File: config.mk
export PLATFORM = sky130hd
export DESIGN_NAME = i2c_buffered_target
export DESIGN_NICKNAME = d
export VERILOG_FILES = /design/src/rtl/i2c_tgt_pkg.sv /design/src/rtl/i2c_tgt_sampler.sv /design/src/rtl/i2c_tgt_buffers.sv /design/src/rtl/i2c_tgt_engine.sv /design/src/rtl/i2c_buffered_target.sv
export SDC_FILE = /design/constraint.sdc
export NUM_CORES = 1
export LEC_CHECK = 0
export BUFFER_PORTS_ARGS = -buffer_cell sky130_fd_sc_hd__buf_2
export CAP_MARGIN = 20
export CORE_ASPECT_RATIO = 0.5
export CORE_MARGIN = 3
export CORE_UTILIZATION = 56
export CTS_CLUSTER_SIZE = 24
export DETAILED_ROUTE_END_ITERATION = 12
export PLACE_DENSITY = 0.87
export SYNTH_ARGS = -nofsm -noshare
export SYNTH_HDL_FRONTEND = slang
export SYNTH_SLANG_ARGS = --single-unit
File: constraint.sdc
create_clock -name clk -period 2.75 [get_ports clk]
set_clock_uncertainty 0.15 [all_clocks]
set_input_delay 0.55 -clock clk [delete_from_list [all_inputs] [get_ports clk]]
set_output_delay 0.55 -clock clk [all_outputs]
set_load 0.02 [all_outputs]
File: src/rtl/i2c_tgt_pkg.sv
package i2c_tgt_pkg;

  typedef enum logic [1:0] {
    ST_BUSY    = 2'd0,
    ST_RX_DONE = 2'd1,
    ST_TX_DONE = 2'd2,
    ST_OVERRUN = 2'd3
  } tgt_status_e;

  typedef enum logic [2:0] {
    M_IDLE,
    M_ADDR,
    M_RX,
    M_TX,
    M_DRAIN
  } tgt_mode_e;

  // Address byte carries the 7-bit address in its upper bits.
  function automatic logic addr_hit(input logic [7:0] first_byte,
                                    input logic [6:0] own_addr);
    return first_byte[7:1] == own_addr;
  endfunction

  // Outcome posted at stop for an addressed session.
  function automatic tgt_status_e outcome(input logic overrun,
                                          input logic is_read,
                                          input logic any_data);
    if (!any_data)   return ST_BUSY;
    else if (overrun) return ST_OVERRUN;
    else if (is_read) return ST_TX_DONE;
    else              return ST_RX_DONE;
  endfunction

endpackage

File: src/rtl/i2c_tgt_sampler.sv
module i2c_tgt_sampler #(
  parameter int SYNC_STAGES = 2
) (
  input  logic clk,
  input  logic rst_n,
  input  logic scl_i,
  input  logic sda_i,
  output logic scl_s,
  output logic sda_s,
  output logic scl_rise,
  output logic scl_fall,
  output logic start_ev,
  output logic stop_ev
);

  logic [1:0] pins_raw;
  logic [1:0] pins_s;
  logic       scl_q;
  logic       sda_q;

  assign pins_raw = {scl_i, sda_i};

  for (genvar l = 0; l < 2; l++) begin : g_sync
    logic [SYNC_STAGES-1:0] chain;
    always_ff @(posedge clk or negedge rst_n) begin
      if (!rst_n) chain <= '1;
      else        chain <= {chain[SYNC_STAGES-2:0], pins_raw[l]};
    end
    assign pins_s[l] = chain[SYNC_STAGES-1];
  end

  assign scl_s = pins_s[1];
  assign sda_s = pins_s[0];

  always_ff @(posedge clk or negedge rst_n) begin
    if (!rst_n) begin
      scl_q <= 1'b1;
      sda_q <= 1'b1;
    end else begin
      scl_q <= scl_s;
      sda_q <= sda_s;
    end
  end

  assign scl_rise = scl_s && !scl_q;
  assign scl_fall = !scl_s && scl_q;
  assign start_ev = scl_s && scl_q && sda_q && !sda_s;
  assign stop_ev  = scl_s && scl_q && !sda_q && sda_s;

  AST_EVENTS_EXCLUSIVE: assert property (@(posedge clk) disable iff (!rst_n)
    $onehot0({start_ev, stop_ev, scl_rise, scl_fall}));

  AST_CONDITION_NEEDS_SCL_HIGH: assert property (@(posedge clk) disable iff (!rst_n)
    (start_ev || stop_ev) |-> $past(scl_s));

endmodule

File: src/rtl/i2c_tgt_buffers.sv
module i2c_tgt_buffers #(
  parameter int DEPTH = 16,
  parameter int IDX_W = 4
) (
  input  logic             clk,
  input  logic             rst_n,
  input  logic             host_wr_en,
  input  logic [IDX_W-1:0] host_wr_idx,
  input  logic [7:0]       host_wr_byte,
  input  logic [IDX_W-1:0] eng_rd_idx,
  output logic [7:0]       eng_rd_byte,
  input  logic             eng_wr_en,
  input  logic [IDX_W-1:0] eng_wr_idx,
  input  logic [7:0]       eng_wr_byte,
  input  logic [IDX_W-1:0] host_rd_idx,
  output logic [7:0]       host_rd_byte
);

  localparam logic [IDX_W:0] DEPTH_X = (IDX_W + 1)'(DEPTH);

  logic [7:0] tx_mem [DEPTH];
  logic [7:0] rx_mem [DEPTH];

  function automatic logic in_range(input logic [IDX_W-1:0] idx);
    return {1'b0, idx} < DEPTH_X;
  endfunction

  always_ff @(posedge clk or negedge rst_n) begin
    if (!rst_n) begin
      for (int i = 0; i < DEPTH; i++) tx_mem[i] <= '0;
    end else if (host_wr_en && in_range(host_wr_idx)) begin
      tx_mem[host_wr_idx] <= host_wr_byte;
    end
  end

  always_ff @(posedge clk or negedge rst_n) begin
    if (!rst_n) begin
      for (int i = 0; i < DEPTH; i++) rx_mem[i] <= '0;
    end else if (eng_wr_en && in_range(eng_wr_idx)) begin
      rx_mem[eng_wr_idx] <= eng_wr_byte;
    end
  end

  assign eng_rd_byte  = in_range(eng_rd_idx)  ? tx_mem[eng_rd_idx]  : 8'hFF;
  assign host_rd_byte = in_range(host_rd_idx) ? rx_mem[host_rd_idx] : 8'h00;

  AST_ENGINE_WRITE_IN_RANGE: assert property (@(posedge clk) disable iff (!rst_n)
    eng_wr_en |-> in_range(eng_wr_idx));

endmodule

File: src/rtl/i2c_tgt_engine.sv
module i2c_tgt_engine
  import i2c_tgt_pkg::*;
#(
  parameter logic [6:0] OWN_ADDR = 7'h55,
  parameter int         DEPTH    = 16,
  parameter int         HOLD_CYC = 3,
  parameter int         IDX_W    = 4,
  parameter int         CNT_W    = 5
) (
  input  logic             clk,
  input  logic             rst_n,
  input  logic             scl_s,
  input  logic             sda_s,
  input  logic             scl_rise,
  input  logic             scl_fall,
  input  logic             start_ev,
  input  logic             stop_ev,
  output logic [IDX_W-1:0] tx_rd_idx,
  input  logic [7:0]       tx_rd_byte,
  output logic             rx_we,
  output logic [IDX_W-1:0] rx_wr_idx,
  output logic [7:0]       rx_wr_byte,
  output logic             sda_drive_low,
  output tgt_status_e      stat_code,
  output logic [CNT_W-1:0] stat_count,
  output logic             stat_done
);

  localparam int               HOLD_W = $clog2(HOLD_CYC + 1);
  localparam logic [CNT_W-1:0] LIMIT  = CNT_W'(DEPTH);
  localparam logic [HOLD_W:0]  SAT    = (HOLD_W + 1)'(HOLD_CYC + 1);

  tgt_mode_e        mode;
  logic [3:0]       bitcnt;
  logic [7:0]       shreg;
  logic [7:0]       txbyte;
  logic [CNT_W-1:0] count;
  logic             rw_q;
  logic             ovf_q;
  logic             active_q;
  logic [HOLD_W-1:0] hold_cnt;
  logic             pend_q;
  logic             drive_q;
  logic             plan;
  logic [2:0]       bit_sel;
  logic [HOLD_W:0]  since_fall;

  // Named internal events
  logic byte_ev, bit_ev, at_limit, tx_last, addr_ok, drive_upd;
  assign byte_ev   = scl_rise && (mode != M_IDLE) && (bitcnt == 4'd8);
  assign bit_ev    = scl_rise && (mode != M_IDLE) && (bitcnt != 4'd8);
  assign at_limit  = (count == LIMIT);
  assign tx_last   = ((count + CNT_W'(1)) == LIMIT);
  assign addr_ok   = addr_hit(shreg, OWN_ADDR);
  assign drive_upd = (hold_cnt == HOLD_W'(1));
  assign bit_sel   = 3'(4'd7 - bitcnt);

  // SDA value for the SCL high phase that follows the current low phase
  always_comb begin
    case (mode)
      M_ADDR:  plan = (bitcnt == 4'd8) && addr_ok;
      M_RX:    plan = (bitcnt == 4'd8);
      M_TX:    plan = (bitcnt != 4'd8) && !txbyte[bit_sel];
      default: plan = 1'b0;
    endcase
  end

  assign tx_rd_idx     = (mode == M_TX) ? IDX_W'(count + CNT_W'(1)) : '0;
  assign rx_we         = byte_ev && (mode == M_RX) && !at_limit;
  assign rx_wr_idx     = IDX_W'(count);
  assign rx_wr_byte    = shreg;
  assign sda_drive_low = drive_q;

  always_ff @(posedge clk or negedge rst_n) begin
    if (!rst_n) begin
      mode       <= M_IDLE;
      bitcnt     <= '0;
      shreg      <= '0;
      txbyte     <= '0;
      count      <= '0;
      rw_q       <= 1'b0;
      ovf_q      <= 1'b0;
      active_q   <= 1'b0;
      hold_cnt   <= '0;
      pend_q     <= 1'b0;
      drive_q    <= 1'b0;
      stat_code  <= ST_BUSY;
      stat_count <= '0;
      stat_done  <= 1'b0;
    end else begin
      stat_done <= 1'b0;
      if (hold_cnt != '0) begin
        hold_cnt <= hold_cnt - HOLD_W'(1);
        if (drive_upd) drive_q <= pend_q;
      end
      if (scl_fall && (mode != M_IDLE)) begin
        hold_cnt <= HOLD_W'(HOLD_CYC);
        pend_q   <= plan;
      end
      if (start_ev) begin
        mode     <= M_ADDR;
        bitcnt   <= '0;
        active_q <= 1'b0;
      end else if (stop_ev) begin
        mode   <= M_IDLE;
        bitcnt <= '0;
        if (active_q) begin
          stat_code  <= outcome(ovf_q, rw_q, count != '0);
          stat_count <= count;
          stat_done  <= 1'b1;
          active_q   <= 1'b0;
        end
      end else if (bit_ev) begin
        bitcnt <= bitcnt + 4'd1;
        shreg  <= {shreg[6:0], sda_s};
      end else if (byte_ev) begin
        bitcnt <= '0;
        case (mode)
          M_ADDR: begin
            if (addr_ok) begin
              active_q   <= 1'b1;
              rw_q       <= shreg[0];
              ovf_q      <= 1'b0;
              count      <= '0;
              stat_code  <= ST_BUSY;
              stat_count <= '0;
              if (shreg[0]) begin
                mode   <= M_TX;
                txbyte <= tx_rd_byte;
              end else begin
                mode <= M_RX;
              end
            end else begin
              mode <= M_IDLE;
            end
          end
          M_RX: begin
            if (at_limit) ovf_q <= 1'b1;
            else          count <= count + CNT_W'(1);
          end
          M_TX: begin
            count <= count + CNT_W'(1);
            if (sda_s) begin
              mode <= M_DRAIN;
            end else if (tx_last) begin
              ovf_q <= 1'b1;
              mode  <= M_DRAIN;
            end else begin
              txbyte <= tx_rd_byte;
            end
          end
          default: ;
        endcase
      end
    end
  end

  // Cycles since the last synchronized SCL fall, saturating
  always_ff @(posedge clk or negedge rst_n) begin
    if (!rst_n)                 since_fall <= SAT;
    else if (scl_fall)          since_fall <= '0;
    else if (since_fall != SAT) since_fall <= since_fall + 1'b1;
  end

  AST_DRIVE_AFTER_HOLD: assert property (@(posedge clk) disable iff (!rst_n)
    !$stable(sda_drive_low) |-> (since_fall == (HOLD_W + 1)'(HOLD_CYC)));

  AST_DRIVE_ONLY_SCL_LOW: assert property (@(posedge clk) disable iff (!rst_n)
    !$stable(sda_drive_low) |-> !scl_s);

  AST_COUNT_BOUNDED: assert property (@(posedge clk) disable iff (!rst_n)
    count <= LIMIT);

  AST_RX_STORE_BELOW_LIMIT: assert property (@(posedge clk) disable iff (!rst_n)
    rx_we |-> (count < LIMIT));

  AST_DONE_SINGLE_CYCLE: assert property (@(posedge clk) disable iff (!rst_n)
    stat_done |=> !stat_done);

  AST_IDLE_RELEASED: assert property (@(posedge clk) disable iff (!rst_n)
    (mode == M_IDLE && hold_cnt == '0) |-> !sda_drive_low);

  AST_DRAIN_NO_DATA_DRIVE: assert property (@(posedge clk) disable iff (!rst_n)
    (mode == M_DRAIN && scl_fall) |=> !pend_q);

endmodule

File: src/rtl/i2c_buffered_target.sv
module i2c_buffered_target
  import i2c_tgt_pkg::*;
#(
  parameter logic [6:0] OWN_ADDR    = 7'h55,
  parameter int         DEPTH       = 16,
  parameter int         HOLD_CYC    = 3,
  parameter int         SYNC_STAGES = 2,
  localparam int        IDX_W       = (DEPTH > 1) ? $clog2(DEPTH) : 1,
  localparam int        CNT_W       = $clog2(DEPTH + 1)
) (
  input  logic             clk,
  input  logic             rst_n,
  input  logic             scl_i,
  input  logic             sda_i,
  output logic             sda_drive_low,
  input  logic             tx_wr_en,
  input  logic [IDX_W-1:0] tx_wr_idx,
  input  logic [7:0]       tx_wr_byte,
  input  logic [IDX_W-1:0] rx_rd_idx,
  output logic [7:0]       rx_rd_byte,
  output logic [1:0]       status_code,
  output logic [CNT_W-1:0] status_count,
  output logic             status_done
);

  logic             scl_s, sda_s, scl_rise, scl_fall, start_ev, stop_ev;
  logic [IDX_W-1:0] tx_rd_idx;
  logic [7:0]       tx_rd_byte;
  logic             rx_we;
  logic [IDX_W-1:0] rx_wr_idx;
  logic [7:0]       rx_wr_byte;
  tgt_status_e      stat_code;

  i2c_tgt_sampler #(
    .SYNC_STAGES(SYNC_STAGES)
  ) u_sampler (
    .clk      (clk),
    .rst_n    (rst_n),
    .scl_i    (scl_i),
    .sda_i    (sda_i),
    .scl_s    (scl_s),
    .sda_s    (sda_s),
    .scl_rise (scl_rise),
    .scl_fall (scl_fall),
    .start_ev (start_ev),
    .stop_ev  (stop_ev)
  );

  i2c_tgt_engine #(
    .OWN_ADDR (OWN_ADDR),
    .DEPTH    (DEPTH),
    .HOLD_CYC (HOLD_CYC),
    .IDX_W    (IDX_W),
    .CNT_W    (CNT_W)
  ) u_engine (
    .clk           (clk),
    .rst_n         (rst_n),
    .scl_s         (scl_s),
    .sda_s         (sda_s),
    .scl_rise      (scl_rise),
    .scl_fall      (scl_fall),
    .start_ev      (start_ev),
    .stop_ev       (stop_ev),
    .tx_rd_idx     (tx_rd_idx),
    .tx_rd_byte    (tx_rd_byte),
    .rx_we         (rx_we),
    .rx_wr_idx     (rx_wr_idx),
    .rx_wr_byte    (rx_wr_byte),
    .sda_drive_low (sda_drive_low),
    .stat_code     (stat_code),
    .stat_count    (status_count),
    .stat_done     (status_done)
  );

  i2c_tgt_buffers #(
    .DEPTH (DEPTH),
    .IDX_W (IDX_W)
  ) u_buffers (
    .clk          (clk),
    .rst_n        (rst_n),
    .host_wr_en   (tx_wr_en),
    .host_wr_idx  (tx_wr_idx),
    .host_wr_byte (tx_wr_byte),
    .eng_rd_idx   (tx_rd_idx),
    .eng_rd_byte  (tx_rd_byte),
    .eng_wr_en    (rx_we),
    .eng_wr_idx   (rx_wr_idx),
    .eng_wr_byte  (rx_wr_byte),
    .host_rd_idx  (rx_rd_idx),
    .host_rd_byte (rx_rd_byte)
  );

  assign status_code = stat_code;

endmodule

# After elaboration in Yosys (flattened, before gate mapping)
# Cells that the tools add are included.
dict set report totals {
  regBits 305
  wordCells 201
}
dict set report classes {
  addsub 4
  magnitude_cmp 7
  reduce_logical 46
  mux 67
  eq_ne 20
  bitwise_logic 7
}
# cell n
set ops {}
lappend ops {{$bwmux W128} 2}
lappend ops {{$mux W8} 10}
lappend ops {{$bmux W8 S4} 2}
lappend ops {{$demux W8 S4} 2}
lappend ops {{$mux W5} 7}
lappend ops {{$mux W2} 12}
lappend ops {{$ge A5 B5 Y1 const B} 4}
lappend ops {{$mux W4} 5}
lappend ops {{$not A4 Y5} 4}
lappend ops {{$mux W3} 6}
lappend ops {{$reduce_and A9 Y1} 2}
lappend ops {{$logic_and A1 B1 Y1} 17}
lappend ops {{$pmux W8 S2} 1}
lappend ops {{$mux W1} 15}
lappend ops {{$pmux W5 S3} 1}
lappend ops {{$reduce_bool A3 Y1} 5}
lappend ops {{$reduce_and A6 Y1} 2}
lappend ops {{$reduce_bool A2 Y1} 6}
lappend ops {{$eq A5 B5 Y1 const B} 2}
lappend ops {{$lt A5 B1 Y1 const B} 2}
lappend ops {{$ne A2 B1 Y1 const B} 5}
lappend ops {{$ne A2 B2 Y1 const B} 4}
lappend ops {{$reduce_and A4 Y1} 2}
lappend ops {{$reduce_bool A4 Y1} 2}
lappend ops {{other kinds (22)} 31}

# Longest topological paths before layout
dict set report logic_depth {
  word_depth 9
  ltp_mapped 11
  ltp_nobuf 7
}

# Cells and area by module
# Synthesis repeated with hierarchy kept, for this count alone.
dict set report unflattened {
  hier_cells 946
  hier_area_um2 14223.6
}
# mod cells_per_inst area_each_um2 seq_area_each_um2 n_inst
set modules_own_cells {}
lappend modules_own_cells {i2c_tgt_buffers 728 11662.4 6406.1 1}
lappend modules_own_cells {i2c_tgt_engine 208 2371.0 1076.0 1}
lappend modules_own_cells {i2c_tgt_sampler 10 190.2 157.7 1}

# Worst setup path after synthesis
# No wires, ideal clock.
dict set report synth_timing {
  path_kind {in2out}
  startpoint {input port rx_rd_idx[0]}
  endpoint {output port rx_rd_byte[0]}
  stages 4
  slack_ns -0.082
  required_time_ns 2.050
  arrival_ns 2.132
  cell_sequence {clkbuf_1 -> buf_2 -> mux4_2 -> mux4_2}
}
dict set report synth_between {
  elab_chain_cells 4
}
# element line
set synth_lines {}
lappend synth_lines {{from (decl)} i2c_buffered_target.sv:19} ;# input logic [IDX_W-1:0] rx_rd_idx,
lappend synth_lines {{$not A4 Y5 (not written as such)} i2c_tgt_buffers.sv:45} ;# assign host_rd_byte = in_range(host_rd_idx) ? rx_mem[host_rd_idx] : 8'h00;
lappend synth_lines {{$bmux W8 S4} i2c_tgt_buffers.sv:45}
lappend synth_lines {{$mux W8 (not written as such) (2 in series)} i2c_tgt_buffers.sv:45}
lappend synth_lines {{to (decl)} i2c_buffered_target.sv:20} ;# output logic [7:0] rx_rd_byte,
# Every way passes these cells. The select of a mux whose other input is x is not followed.

# Worst setup path after layout
dict set report layout_timing {
  startpoint {register u_buffers.rx_mem[96] (netlist name)}
  endpoint {output port rx_rd_byte[0]}
}
dict set report layout_between {
  elab_chain_cells 3
}
# element line
set layout_lines {}
lappend layout_lines {{from (decl)} i2c_tgt_buffers.sv:22} ;# logic [7:0] rx_mem [DEPTH];
lappend layout_lines {{from (signal, indexed assignment)} i2c_tgt_buffers.sv:40} ;# rx_mem[eng_wr_idx] <= eng_wr_byte;
lappend layout_lines {{$bmux W8 S4} i2c_tgt_buffers.sv:45}
lappend layout_lines {{$mux W8 (not written as such) (2 in series)} i2c_tgt_buffers.sv:45}
# Every way passes these cells. The select of a mux whose other input is x is not followed.

==> results.cfg <==
[status]
status = finished with violations
violations = setup timing

[synth]
ys_warn_count = 0
syn_area_per_cell_um2 = 13.38
ys_top_cells_by_area = dfrtp_1 (52%), mux2_2 (22%), mux4_2 (6.6%)
synth_ff_type = dfrtp_1
ys_types = 54
yosysMostFrequentCell = dfrtp_1
syn-instance-count = 1066
syn-num-nets = 1095
synth-edff-count = 0
synth_seq_area_share_pct = 53.57
synth_top_area_share_pct = 52.46
ys_async_sr_fraction_pct = 100.0
ys_ff_latch = 305
yosysTopAreaCell = dfrtp_1
synth_area_um2 = 14260
yosys-top-cells-count = dfrtp_1 (299), mux2_2 (278), nand2_1 (75), clkbuf_1 (50), nor2_1 (49)

[timing]
hold_ws_ns = 0.2071
drv_slew = 0
rsz0062_at_grt = true
slew_headroom_pct = 42.92
finalHoldViolations = 0
finalCritPeriodShare_pct = 101.5
setup_ws_ns = -0.04015
fin_tns_setup_ns = -0.08096
setup_viol = 5
fmax_mhz = 358.4
post-route-min-period_ns = 2.790
tightest_slew_ns = 0.8531

[grt]
grt_pass1_vias = 10177
overflow = 0
grt_pass1_wl_mm = 55.28
grt_use_total_pct = 25.25
antenna_found_initial = 0
grt_max_degree = 72

[worst_setup_path]
crit_path_top_delay_cell = mux4_2
startpoint_type = register
cpPeakStageDelay_ns = 0.53
cp_cell_sequence = mux4_2 > mux4_2 > buf_6
worst-setup-path-type = register to primary output
r2r_start = u_engine.bitcnt[1]
cp_common_cell = mux4_2
cp.arrival_ns = 2.09
endpoint_kind = primary output
cp.required_ns = 2.05
crit_start = u_buffers.rx_mem[96]
crit_path_max_fanout = 2

[clock_tree]
htreeDepth = 1
cts_buffer_depth = 3
cts_tree = built
cts_buffers = 27
clock_latency_ns = 0.54
root_buffer = clkbuf_16
cts.sinks = 305
clk_pin_slew_ns = 0.07

[layout]
stdcell_area_um2 = 16180
layout-drive-gt1-share_pct = 43.49
fin_nets = 1147
syn2layout_area_growth_pct = 13.46
regArea_um2 = 7640
multi_input_area_um2 = 6325
fin_util_pct = 65.98
nFillCells = 1622
diodes = 0

[die]
pin_count = 38
row_count = 40
die_y_um = 118.8
die_area_um2 = 27540
initial_core_util_pct = 58.16
die_x_um = 231.7
coreArea_um2 = 24520

[power]
p_leak_nw = 7.453
power-per-cell-area_nw_per_um2 = 633.9
ir_worst_vdd_v = 0.0003977

[detailed_routing]
viasPerCell = 6.518
drc = 0
drt_first_iter_violations = 913
finalWirelength_mm = 34.19
ant_nets = 0
num_vias = 9595
wl_per_cell_um = 23.23
firstDrtPassIters = 5

[placement]
placed_area_um2 = 15030
gp_congestion = 0.9120
place_hpwl_mm = 22.22
io_buffers = 37

[job]
cap_violations = 0

[min_path]
hold_path.class = register to register
hold_start = u_sampler.g_sync[1].chain[0]
repair_timing:
| action | in CTS | in global routing |
|---|---|---|
| hold buffers | 3 | 0 |
| cloned | 2 | 0 |
| buffers inserted | 3 | 4 |
| endpoints found under the hold margin | 65 | 0 |
| gates resized for setup | 20 | 14 |
| setup endpoints to repair | 9 | 90 |
final cells by class:
class	count	share of cell area [%]
Sequential cell	305	47.21
Multi-Input combinational cell	675	39.09
Timing Repair Buffer	94	5.173
Clock buffer	35	4.732
Tap cell	336	2.598
Clock inverter	12	0.8505
Inverter	15	0.3479
per-layer routing:
| layer | up-vias | part of all wire, % | global-route usage (%) | routed length (µm) |
|---|---|---|---|---|
| met1 | 4995 | 40 | 32.64 | 13620 |
| met3 | 114 | 6.7 | 4.589 | 2280 |
| met2 | 458 | 49 | 42.57 | 16820 |
| met5 | - | 0 | 0 | 0 |
| li1 | 4028 | - | - | - |
| met4 | 0 | 4.3 | 10.16 | 1464 |
power by group:
| part | internal, mW | switching [mW] | total, mW |
|---|---|---|---|
| sequential | 4.96 | 0.263 | 5.23 |
| combinational | 0.590 | 0.557 | 1.15 |
| clock | 2.23 | 1.65 | 3.88 |
worst paths after layout:
check                                          endpoint  slack, ns  depth (start not counted)
max                                       rx_rd_byte[0]      -0.04                          3
min in group asynchronous          u_buffers.rx_mem[68]       0.43                          2
max reg2reg                       u_buffers.rx_mem[125]          0                          7
min                        u_sampler.g_sync[1].chain[1]       0.21                          0
min reg2reg                u_sampler.g_sync[1].chain[1]       0.21                          0
max in group asynchronous  u_sampler.g_sync[1].chain[0]       1.26                          3
per-stage QoR:
stage / instances / worst slack (ns) / total power [mW]
global placement: 1412 / -0.04356 / 6.305
CTS: 1467 / -0.03836 / 10.29
floorplan: 1066 / 0.03480 / 5.999
detailed placement: 1412 / -0.05976 / 6.414
global route: 1472 / -0.07876 / 10.68
finish: 1472 / -0.04015 / 10.26
layout by cell type (no fill, tap or decap), drive strengths merged, types with 3 or more instances in the layout:
cell and count:
nand3b 5, or2 9, nor2b 6, a21oi 21, a32o 3, and4b 4, o221ai 15, xnor2 3
nand3 28, nor3b 4, nor2 49, o31ai 4, o211ai 8, mux4 42, clkbuf 35, nand4 9
inv 15, nand2 75, nor3 9, dfrtp 299, ha 8, dfstp 6, mux2i 18, dlygate4sd3 3
o21ai 20, a31oi 11, o2111ai 8, bufinv 3, a22o 5, nand2b 8, buf 91, clkinv 8
or3 3, mux2 278
cells by family (layout without fill, tap and decap cells):
group	Yosys count	in the layout	share of synthesized area, %
AOI/OAI and AO/OA	103	103	5.018
xor gates and xnor gates	5	5	0.3071
buffers and inverters	86	156	2.509
and+or+nand+nor	221	221	8.053
adders and majority gates	8	8	0.7018
DFF	305	305	53.57
muxes	338	338	29.84
registers in the layout (all words and copies together), names as in the netlist:
| name | flops |
|---|---|
| u_engine.txbyte | 8 |
| u_engine.rw_q | 1 |
| u_engine.rx_wr_byte | 8 |
| u_engine.hold_cnt | 2 |
| u_sampler.g_sync.chain | 4 |
| u_engine.stat_count | 5 |
| u_engine.stat_code | 2 |
| u_engine.mode | 3 |
| u_buffers.tx_mem | 128 |
| u_sampler.sda_q | 1 |
| u_sampler.scl_q | 1 |
| u_engine.ovf_q | 1 |
| u_engine.count | 5 |
| u_buffers.rx_mem | 128 |
| u_engine.stat_done | 1 |
| u_engine.sda_drive_low | 1 |
| u_engine.active_q | 1 |
| u_engine.bitcnt | 4 |
| u_engine.pend_q | 1 |
critical path, delay by kind of cell (launching register included):
kind | cells | cell delay, ns
buffers and inverters | 1 | 0.16
DFF | 1 | 0.40
muxes | 2 | 1.00
(Power assumes the default switching activity.)
